`config.mk`:
```
export PLATFORM = sky130hd
export DESIGN_NAME = vbank_latch
export DESIGN_NICKNAME = d
export VERILOG_FILES = /design/src/rtl/vbank_latch_pkg.sv /design/src/rtl/bl_ctrl_reg.sv /design/src/rtl/bl_bank_defer.sv /design/src/rtl/bl_amp_gate.sv /design/src/rtl/vbank_latch.sv
export SDC_FILE = /design/constraint.sdc
export NUM_CORES = 1
export LEC_CHECK = 0
export CORE_AREA = 3 3 40 42
export DETAILED_ROUTE_END_ITERATION = 12
export DIE_AREA = 0 0 43 45
export MAX_ROUTING_LAYER = met4
export PLACE_DENSITY = 0.67
export SYNTH_ARGS = -nofsm -noshare
export SYNTH_HDL_FRONTEND = slang
export SYNTH_SLANG_ARGS = --single-unit
```
`constraint.sdc`:
```
create_clock -name clk -period 1.4 [get_ports clk]
set_input_delay 0.28 -clock clk [delete_from_list [all_inputs] [get_ports clk]]
set_output_delay 0.28 -clock clk [all_outputs]
set_load 0.01 [all_outputs]
```
`src/rtl/vbank_latch_pkg.sv`:
```
package vbank_latch_pkg;

    localparam int unsigned LATCH_W   = 8;
    localparam int unsigned NUM_VC    = 2;
    localparam int unsigned PAGE_W    = 4;
    localparam int unsigned BANK_BIT0 = 6;

    typedef struct packed {
        logic              vc2_bank;
        logic              vc1_bank;
        logic              wr_sel;
        logic              mute;
        logic [PAGE_W-1:0] page;
    } latch_t;

    typedef enum logic {
        DF_IN_STEP = 1'b0,
        DF_PENDING = 1'b1
    } defer_state_t;

endpackage

```
`src/rtl/bl_ctrl_reg.sv`:
```
module bl_ctrl_reg
    import vbank_latch_pkg::*;
(
    input  logic               clk,
    input  logic               rst_n,
    input  logic               ld_stb,
    input  logic [LATCH_W-1:0] din,
    output latch_t             q
);

    always_ff @(posedge clk) begin
        if (!rst_n)
            q <= '0;
        else if (ld_stb)
            q <= latch_t'(din);
    end

    p_hold_r2: assert property (@(posedge clk) disable iff (!rst_n)
        !ld_stb |=> $stable(q));

    p_load_r2: assert property (@(posedge clk) disable iff (!rst_n)
        ld_stb |=> (q == $past(din)));

endmodule

```
`src/rtl/bl_bank_defer.sv`:
```
module bl_bank_defer
    import vbank_latch_pkg::*;
(
    input  logic clk,
    input  logic rst_n,
    input  logic req_bit,
    input  logic acc_done,
    output logic eff_bank
);

    defer_state_t state_q, state_d;
    logic         eff_d;

    always_comb begin
        eff_d   = eff_bank;
        state_d = state_q;
        unique case (state_q)
            DF_IN_STEP: begin
                if (acc_done)
                    eff_d = req_bit;
                if (eff_d != req_bit)
                    state_d = DF_PENDING;
            end
            DF_PENDING: begin
                if (acc_done) begin
                    eff_d   = req_bit;
                    state_d = DF_IN_STEP;
                end else if (req_bit == eff_bank) begin
                    state_d = DF_IN_STEP;
                end
            end
            default: state_d = DF_IN_STEP;
        endcase
    end

    always_ff @(posedge clk) begin
        if (!rst_n)
            state_q <= DF_IN_STEP;
        else
            state_q <= state_d;
    end

    always_ff @(posedge clk) begin
        if (!rst_n)
            eff_bank <= 1'b0;
        else
            eff_bank <= eff_d;
    end

    p_idle_hold_r7: assert property (@(posedge clk) disable iff (!rst_n)
        !acc_done |=> $stable(eff_bank));

    p_sample_r6: assert property (@(posedge clk) disable iff (!rst_n)
        acc_done |=> (eff_bank == $past(req_bit)));

    p_pending_wait_r7: assert property (@(posedge clk) disable iff (!rst_n)
        (state_q == DF_PENDING && !acc_done) |=> $stable(eff_bank));

endmodule

```
`src/rtl/bl_amp_gate.sv`:
```
module bl_amp_gate (
    input  logic mute_bit,
    input  logic pwr_mute,
    output logic amp_en
);

    always_comb begin
        amp_en = 1'b1;
        if (pwr_mute || mute_bit)
            amp_en = 1'b0;
    end

    always_comb begin
        if (pwr_mute)
            p_forced_r5: assert (!amp_en);
    end

endmodule

```
`src/rtl/vbank_latch.sv`:
```
module vbank_latch
    import vbank_latch_pkg::*;
(
    input  logic                      clk,
    input  logic                      rst_n,
    input  logic                      pwr_mute,
    input  logic                      ld_stb,
    input  logic [LATCH_W-1:0]        din,
    input  logic [NUM_VC-1:0]         acc_done,
    output logic [NUM_VC-1:0]         disp_bank,
    output logic [NUM_VC-1:0]         cpu_bank,
    output logic                      wr_target,
    output logic                      amp_en,
    output logic [PAGE_W-1:0]         rom_page
);

    latch_t           lat_q;
    logic [LATCH_W-1:0] lat_bits;

    assign lat_bits = lat_q;

    bl_ctrl_reg u_reg (
        .clk    (clk),
        .rst_n  (rst_n),
        .ld_stb (ld_stb),
        .din    (din),
        .q      (lat_q)
    );

    for (genvar gi = 0; gi < NUM_VC; gi++) begin : g_vc
        bl_bank_defer u_defer (
            .clk      (clk),
            .rst_n    (rst_n),
            .req_bit  (lat_bits[BANK_BIT0 + gi]),
            .acc_done (acc_done[gi]),
            .eff_bank (disp_bank[gi])
        );
        assign cpu_bank[gi] = ~disp_bank[gi];
    end

    bl_amp_gate u_amp (
        .mute_bit (lat_q.mute),
        .pwr_mute (pwr_mute),
        .amp_en   (amp_en)
    );

    assign wr_target = lat_q.wr_sel;
    assign rom_page  = lat_q.page;

    p_wr_target_r3: assert property (@(posedge clk) disable iff (!rst_n)
        ld_stb |=> (wr_target == $past(din[5])));

    p_page_r2: assert property (@(posedge clk) disable iff (!rst_n)
        ld_stb |=> (rom_page == $past(din[PAGE_W-1:0])));

    p_mute_bit_r4: assert property (@(posedge clk) disable iff (!rst_n)
        (ld_stb && din[4]) |=> !amp_en);

    p_isolate_r10: assert property (@(posedge clk) disable iff (!rst_n)
        (acc_done == 2'b01) |=> $stable(disp_bank[1]));

endmodule

```
# --- After elaboration in Yosys (flattened, before gate mapping) ---
# Index checks and enable logic that the tools add are counted.
totals:
  ff_bits: 12
  word_cells: 33
  output_inout_bits: 10
  inputBits: 14
op_classes:
  mux: 15
  eq_ne: 4
  bitwise_logic: 4
  reduce_logical: 1
op_table:
  columns: ["operator", "count"]
  rows:
  - ["$mux W1", 11]
  - ["$pmux W1 S2", 4]
  - ["$not A1 Y1", 4]
  - ["$eq A1 B1 Y1", 2]
  - ["$ne A1 B1 Y1", 2]
  - ["$logic_or A1 B1 Y1", 1]

# --- Logic depth before layout (Yosys ltp) ---
# Gate-level depths: netlist of run 1.
logic_depth:
  depth_word: 5
  depth_mapped: 3
  mapped_depth_nobuf: 2

# --- Modules after synthesis ---
# Synthesis of run 1 repeated with hierarchy kept, for this count alone.
hier_totals:
  hier_cells: 34
  area_unflattened_um2: 385.4
modules_own_cells:
  columns: ["mod", "cells_per_inst", "area_each_um2", "seq_area_each_um2", "n_inst"]
  rows:
  - ["bl_ctrl_reg", 25, 301.5, 160.2, 1]
  - ["bl_bank_defer", 3, 36.3, 20.0, 2]
  - ["vbank_latch", 2, 7.5, 0.0, 1]
  - ["bl_amp_gate", 1, 3.8, 0.0, 1]

# --- Worst setup path after synthesis of run 1 ---
# No wires, ideal clock.
synth_path:
  path_kind: "register to output"
  startpoint: "reg u_reg.q[4] (netlist name)"
  endpoint: "out amp_en"
  n_path_buf: 0
  t_required_ps: 1120
  path_stages_with_launch: 2
  arrival_time_ps: 463
  slack_ps: 657
  path_cell_list: "dfxtp_1 nor2_1"
synth_via:
  elab_chain_len: 2
synth_lines:
  columns: ["item", "line_no", "text"]
  rows:
  - ["start, declared", "bl_ctrl_reg.sv:8", "output latch_t q"]
  - ["start signal, assigned", "bl_ctrl_reg.sv:15", "q <= latch_t'(din);"]
  - ["$logic_or A1 B1 Y1", "bl_amp_gate.sv:9", "if (pwr_mute || mute_bit)"]
  - ["$mux W1", "bl_amp_gate.sv:9", null]
  - ["end, declared", "vbank_latch.sv:13", "output logic amp_en,"]
# No other way between the ends.

# --- Worst setup path in the final report of run 1 ---
layout_path:
  startpoint: "in pwr_mute"
  endpoint: "out amp_en"
layout_via:
  elab_chain_len: 2
layout_lines:
  columns: ["item", "line_no", "text"]
  rows:
  - ["start, declared", "vbank_latch.sv:6", "input logic pwr_mute,"]
  - ["$logic_or A1 B1 Y1", "bl_amp_gate.sv:9", null]
  - ["$mux W1", "bl_amp_gate.sv:9", null]
# No other way between the ends.

==> results summary, run 1 <==
The run finished with clean final reports. The type of the most critical hold path is flip-flop to flip-flop. The number of antenna violations at the first check in global routing came to 0. For this run, the top clock speed supported by timing is 762 MHz. The clock period could shrink to 1.31 ns.

The worst setup path is launched from an input pin. The filler cells instantiated in the layout total 131. In the layout the commonest cells are 13 x sky130_fd_sc_hd__clkdlybuf4s50_1, 10 x sky130_fd_sc_hd__mux2i_1, 10 x sky130_fd_sc_hd__nor2b_1, 10 x sky130_fd_sc_hd__dfxtp_1, 10 x sky130_fd_sc_hd__dlygate4sd2_1.

The signal on the critical path passes through clkdlybuf4s50_1 -> nor2_1 -> dlygate4sd2_1. The headroom to the max-slew limit is 82.0%. Once placement finished, the instance area stood at 643 sq um. After legalization and detailed placement, the total HPWL measured 590 um.

The first global-routing pass estimated 1290 um of wire. The total wirelength of the detailed-routed design is 791 um. Of the cells placed in the final design, the portion with a size suffix greater than 1 is 6.67%. The most common cell after layout, fill and taps aside is sky130_fd_sc_hd__clkdlybuf4s50_1. The clock passes through at most 2 buffers. The relative contribution of sequential cells to total power is 51.2%. The worst reg-to-reg path cell count came out at 2. The tree is rooted in a sky130_fd_sc_hd__clkbuf_4.

The summed area of non-filler cells in the final layout is 653 sq um. After global routing the overflow that remains totals 0. In this run the cell area of the synthesized design comes to 400 sq um. The maximum fanout along the worst path is 1. Routability-driven placement finished with a final weighted congestion of 0.674. The number of buffer and inverter stages on the critical path is 2.

The latest clock arrival within the worst-skew pair came out at 0.25 ns. The number of library cell types mapped by synthesis came out at 7. The critical path arrival came out at 1.03 ns. The area overhead of the layout relative to synthesis is 63.1%. The reported leakage power came out at 0.000298 uW. The hold-fix buffer count after cts is 0. The total of max-cap violations came out at 0. The detail route stage leaves a number of antenna-violating nets equal to 0.

Dividing the synthesized area by the synthesized cell count gives 11.1 sq um. The sequential-to-total area share from yosys stat came out at 50.0%. The die footprint came out at 1940 sq um. The TritonCTS sink count is 10. The via count of the first global-routing pass came to 304. The initialized floorplan defines 13 standard-cell rows. The antenna cell count came out at 0. The via total after detailed routing is 321.

The maximum number of pins on one net before global-route repair came out at 11. Dividing the detail-routed via count by the number of cells gives 4.28. From bottom edge to top edge, the die measures 45 um.

STA classifies the critical path endpoint as an output pin. The count of final hold-check violations came out at 0. The count of unresolved DRC violations after routing is 0. The largest individual stage delay along the critical path comes from the cell sky130_fd_sc_hd__clkdlybuf4s50_1. After layout, the worst path uses 93.8% of the clock period. The combinational power share came out at 17.7%.

The H-tree depth is 1. The final standard cell utilization of the core is 50.8%. Timing analysis after detailed placement gives a worst setup slack of -0.168 ns.

The final setup TNS came out at 0 ns. The transition time of the tightest slew-check pin came out at 0.269 ns. The kind of cell with the highest combined delay along the critical path is buffers and inverters.

The mean routed wirelength per cell is 10.5 um. The number of stages on the worst setup path came out at 3. On the worst path, the slowest cell contributes a delay of 0.45 ns. The switching portion of total power is 21.7%. For this run, the detailed router's first-pass iteration total came to 1. The yosys synthesis warning count is 0. Across the routed clock network, the largest skew measured is 0.000123 ns. The proportion of power drawn by the clock network is 31.1%.

The area of the core region is 1280 sq um. The clock input transition at the sequential cells of the worst setup and hold paths is 0.06 ns. The number of placed I/O pins is 24.

Setup repair after global routing left no endpoint under its margin. IR analysis of the VDD net gives a maximum drop of 0.545 mV. Along the worst hold path, the cell count comes to 2. Setup violations remaining at the end of the flow were counted as 0. The horizontal extent of the die came out at 43 um. The post-route worst setup slack is 0.0872 ns. The critical path is of the input pin to output pin type. The switching power summed over all nets is 130 uW. Synthesis handed over a netlist of 36 instances. The required time of the critical path is 1.12 ns. The number of flip-flops and latches in the synthesized netlist came out at 10. The global router's overall resource usage is 10.1%. The net count after synthesis came out at 50. During placement, the flow inserted port buffers numbering 23. TritonCTS built the clock tree. The number of buffers created by CTS is 3. For this run, the post-layout net count is 76. The worst hold margin came out at 0.514 ns. The power density of the placed cells came out at 919 nW/um^2.

The iteration-0 DRC count of the detailed router came out at 0. For this configuration, the core starts out at a cell density of 31.2%. Internal power comes to 470 uW. The count of pins over their slew limit came out at 0.
-- routing by layer --
| metal | vias to the layer above | global-route usage (%) | part of all wire (%) |
|---|---|---|---|
| li1 | 163 | - | - |
| met4 | 0 | 14.5 | 5.3 |
| met5 | - | - | 0 |
| met1 | 135 | 12.4 | 48 |
| met2 | 19 | 10.5 | 36 |
| met3 | 4 | 2.79 | 10 |
-- metrics by stage --
| step | total power, uW | std cells |
|---|---|---|
| 2_1_floorplan | 359 | 36 |
| 3_3_place_gp | 431 | 72 |
| 3_5_place_dp | 432 | 72 |
| 4_1_cts | 609 | 75 |
| 5_1_grt | 630 | 75 |
| 6_report | 600 | 75 |
-- power by group through the flow --
stage | Sequential [uW] | Combinational [uW] | Clock, uW
finish | 307 | 106 | 187
global route | 310 | 115 | 205
detailed placement | 314 | 117 | 0
CTS | 308 | 108 | 194
global placement | 314 | 117 | 0
floorplan | 317 | 41.6 | 0
-- worst register-to-register path, cell delays in order, from the launching register on --
cell                      delay, ns
sky130_fd_sc_hd__dfxtp_1       0.32
sky130_fd_sc_hd__mux2i_1       0.13
sky130_fd_sc_hd__nor2b_1       0.06
-- layout make-up --
cell class | count | area, sq um | share of cell area (%)
tap | 15 | 18.8 | 2.87
timing repair buffer | 24 | 238 | 36.4
sequential | 10 | 200 | 30.7
clock buffer | 3 | 22.5 | 3.45
multi-input combinational | 21 | 166 | 25.5
inverter | 2 | 7.51 | 1.15
-- timing repair --
action                     CTS  global route
resized for setup           10             0
setup buffers                0             0
setup endpoints to repair   10             0
-- logic make-up after synthesis --
kind of cell	share of synthesized area, %
buf+inv	8.44
flops	50.0
mux	25.0
simple gates	16.6
-- registers in the layout (all words and copies together), names as in the netlist --
name	count
u_reg.q	8
g_vc.u_defer.eff_bank	2
-- path summary, 6_finish.rpt --
kind / from / slack, ns / end
max: pwr_mute / 0.09 / amp_en
min: u_reg.q[0]$_SDFFE_PN0P_ / 0.51 / u_reg.q[0]$_SDFFE_PN0P_
max reg2reg: g_vc[1].u_defer.eff_bank$_SDFFE_PN0P_ / 0.78 / g_vc[1].u_defer.eff_bank$_SDFFE_PN0P_
min reg2reg: u_reg.q[0]$_SDFFE_PN0P_ / 0.51 / u_reg.q[0]$_SDFFE_PN0P_
-- Yosys cell counts --
cell                      instances  area share, %
sky130_fd_sc_hd__buf_4            2            3.7
sky130_fd_sc_hd__dfxtp_1         10             50
sky130_fd_sc_hd__inv_1            2            1.9
sky130_fd_sc_hd__nor2_1           1           0.94
sky130_fd_sc_hd__mux2i_1         10             25
sky130_fd_sc_hd__nor2b_1         10             16
sky130_fd_sc_hd__buf_6            1            2.8
(Power assumes the default switching activity.)
==> inputs of run 2 (changes only) <==
--- a/config.mk
+++ b/config.mk
@@ -10,6 +10,7 @@
 export DIE_AREA = 0 0 43 45
 export MAX_ROUTING_LAYER = met4
 export PLACE_DENSITY = 0.67
+export REMOVE_ABC_BUFFERS = 1
 export SYNTH_ARGS = -nofsm -noshare
 export SYNTH_HDL_FRONTEND = slang
 export SYNTH_SLANG_ARGS = --single-unit
==> run 2 against run 1 <==
Against the previous run:
- setup slack lost 0.0094 ns
- critical path depth is the same
- worst hold slack lost 0.0034 ns
- global-route usage shrank 0.095 points
- clock skew is essentially flat
- routed wire length grew 3.7%
- register-to-register slack gained 0.02 ns
- via count is the same
- flip-flop and latch count is the same
- first-iteration DRC count is the same
- non-clock buffer count grew 1
- largest cell class unchanged
==> results summary, run 2 (synthesis gave the netlist of run 1 again) <==
The count of final hold-check violations is 0 (unchanged). The worst-case clock skew was 0.0000533 ns (was 0.000123 ns). Chain of cells forming the critical path: clkdlybuf4s50_1 -> nor2_1 -> dlygate4sd2_1 (unchanged). The H-tree depth came out at 1 (unchanged). The transition time of the tightest slew-check pin is 0.291 ns (was 0.269 ns). The residual overflow from global routing came to 0 (unchanged). The horizontal extent of the die was 43 um (unchanged). The number of cells in the design after placement is 73 (was 72). The capture point of the worst reg-to-reg path is u_reg.q[2]$_SDFFE_PN0P_ (was g_vc[1].u_defer.eff_bank$_SDFFE_PN0P_). The cell at the root of the clock tree is sky130_fd_sc_hd__clkbuf_4 (unchanged). The register with the highest flop count is u_reg.q (unchanged). The first-pass GRT wire length came out at 1390 um (was 1290 um). The vertical die dimension came out at 45 um (unchanged). The via total after detailed routing is 321 (unchanged). The critical path startpoint category is an input pin (unchanged).

Registers with the most flip-flops: u_reg.q (8), g_vc.u_defer.eff_bank (2) (unchanged). The required time of the critical path is 1.12 ns (about the same). The antenna cell count came to 0 (unchanged).

The CTS tree is yes (unchanged). The power density of the placed cells is 922 nW/um^2 (was 919 nW/um^2). The final estimated routing congestion in global placement was 0.637 (was 0.674). The number of antenna violations at the first check in global routing is 0 (unchanged). The number of buffers created by CTS is 3 (unchanged). The via count of the first global-routing pass was 335 (was 304).

The dominant delay contributor by cell family on the critical path was buffers and inverters (unchanged). The kind of capture point of the worst setup path was an output pin (unchanged). The largest incremental delay on the critical path came out at 0.45 ns (about the same).

The count of pins over their slew limit came out at 0 (unchanged). The number of antenna-violating nets in the routed design is 0 (unchanged). The detailed-router iteration count before antenna repair came out at 1 (unchanged).

The most common cell after layout, fill and taps aside is sky130_fd_sc_hd__clkdlybuf4s50_1 (unchanged). The mean routed wirelength per cell came to 10.8 um (was 10.5 um). The headroom to the max-slew limit came out at 80.6% (was 82.0%). The iteration-0 DRC count of the detailed router came out at 0 (unchanged).

The cell with the largest stage delay on the worst path is sky130_fd_sc_hd__clkdlybuf4s50_1 (unchanged). The initial core utilization came out at 31.2% (unchanged). The count of unresolved DRC violations after routing came to 0 (unchanged). The latest clock arrival within the worst-skew pair is 0.25 ns (about the same). The total of max-cap violations is 0 (unchanged).

The startpoint of the worst hold path is u_reg.q[5]$_SDFFE_PN0P_ (was u_reg.q[0]$_SDFFE_PN0P_). The via-per-instance ratio came out at 4.22 (was 4.28). The maximum number of pins on one net before global-route repair is 11 (unchanged).

The critical path endpoint is amp_en (unchanged). The maximum fanout along the worst path came out at 1 (unchanged). The reported leakage power came out at 0.000298 uW (about the same). The count of instances resized after the clock tree is built was 10 (unchanged).

The total setup violations reported at the end of the flow came out at 0 (unchanged). The row count is 13 (unchanged). The final standard cell count with taps included and fillers excluded is 76 (was 75). The top achievable clock speed is 756 MHz (was 762 MHz). The net total in the final layout is 77 (was 76). The number of buffer and inverter stages on the critical path came to 2 (unchanged).

The number of stages on the worst setup path is 3 (unchanged). The type of the most critical hold path was flip-flop to flip-flop (unchanged). The count of input and output buffers came out at 23 (unchanged). The final standard cell utilization of the core came out at 50.4% (was 50.8%). The maximum clock path buffer count is 2 (unchanged). The area overhead of the layout relative to synthesis is 61.9% (was 63.1%). The clock input transition at the sequential cells of the worst setup and hold paths came out at 0.06 ns (about the same). The hold-fix buffer count after cts came out at 0 (unchanged). The critical path arrival is 1.04 ns (was 1.03 ns). The die footprint is 1940 sq um (unchanged). The worst reg-to-reg path cell count is 2 (unchanged). RSZ-0062 raised after global routing: false (unchanged). The number of placed I/O pins is 24 (unchanged).

The final critical path time including I/O delays and setup was 1.32 ns (was 1.31 ns). Commonest cells after routing, fill and taps aside: 13 x sky130_fd_sc_hd__clkdlybuf4s50_1, 10 x sky130_fd_sc_hd__mux2i_1, 10 x sky130_fd_sc_hd__nor2b_1, 10 x sky130_fd_sc_hd__dfxtp_1, 10 x sky130_fd_sc_hd__dlygate4sd2_1 (unchanged). The total wirelength of the detailed-routed design came out at 820 um (was 791 um). The worst vdd rail ir drop came out at 0.446 mV (was 0.545 mV). The slack of the worst reg-to-reg path is 0.80 ns (was 0.78 ns).

Outcome: completed (unchanged). The TritonCTS sink count is 10 (unchanged). The number of flip-flops in the largest register is 8 (unchanged). The start point of the critical path is pwr_mute (unchanged). The part of the cycle the worst path needs was 94.4% (was 93.8%). The fraction of layout instances using a drive strength above 1 came out at 8.20% (was 6.67%). The global router's overall resource usage is 9.98% (was 10.1%).

The detailed-placement wirelength estimate came out at 636 um (was 590 um). The area of the core region is 1280 sq um (unchanged). The buffer count from post-CTS setup fixing came out at 0 (unchanged). The reg-to-reg startpoint is u_reg.q[2]$_SDFFE_PN0P_ (was g_vc[1].u_defer.eff_bank$_SDFFE_PN0P_). The worst setup path category is input pin to output pin (unchanged).
-- run 2: layout make-up --
cell class,count,area [sq um]
multi-input combinational,21,166
inverter,2,7.51
fill,124,637
sequential,10,200
clock buffer,3,22.5
timing repair buffer,25,233
tap,15,18.8
-- run 2: worst min path at each step --
stage / endpoint / slack [ns] / cells after the start
6_report: u_reg.q[5]$_SDFFE_PN0P_ / 0.51 / 2
3_3_place_gp: u_reg.q[3]$_SDFFE_PN0P_ / 0.50 / 2
5_1_grt: u_reg.q[0]$_SDFFE_PN0P_ / 0.57 / 2
4_1_cts: u_reg.q[5]$_SDFFE_PN0P_ / 0.52 / 2
3_5_place_dp: u_reg.q[4]$_SDFFE_PN0P_ / 0.51 / 2
2_1_floorplan: g_vc[0].u_defer.eff_bank$_SDFFE_PN0P_ / 0.41 / 1
-- run 2: stage by stage --
| stage | setup TNS, ns | hold slack [ns] | total power [uW] | instance area [sq um] | setup slack (ns) |
|---|---|---|---|---|---|
| after floorplan | 0 | 0.408 | 350 | 374 | 0.657 |
| after global placement | -0.170 | 0.497 | 429 | 638 | -0.170 |
| after detailed placement | -0.179 | 0.507 | 430 | 638 | -0.179 |
| after CTS | 0 | 0.519 | 612 | 648 | 0.0744 |
| after global routing | 0 | 0.566 | 635 | 648 | 0.00638 |
| final | 0 | 0.510 | 597 | 648 | 0.0778 |
-- run 2: worst min-delay path, delay by kind of cell (launching register included) --
kind	cells	cell delay [ns]
mux	1	0.06
flops	1	0.32
simple gates	1	0.09
-- run 2: layer usage --
layer	vias up	part of all wire [%]	global-route usage [%]
met1	139	46	11.7
met2	17	41	15.0
met5	-	0	-
met4	0	0.73	5.42
li1	163	-	-
met3	2	12	3.59
-- run 2: power by group --
group / internal, uW / switching [uW]
Clock: 98.7 / 87.2
Sequential: 300 / 7.08
Combinational: 69.0 / 35.3
Total: 468 / 130
==> inputs of run 3 (changes only) <==
--- a/config.mk
+++ b/config.mk
@@ -5,6 +5,7 @@
 export SDC_FILE = /design/constraint.sdc
 export NUM_CORES = 1
 export LEC_CHECK = 0
+export ABC_CLOCK_PERIOD_IN_PS = 1400
 export CORE_AREA = 3 3 40 42
 export DETAILED_ROUTE_END_ITERATION = 12
 export DIE_AREA = 0 0 43 45
==> results of run 3 <==
Final layout, timing and power as in run 2 (identical DEF).
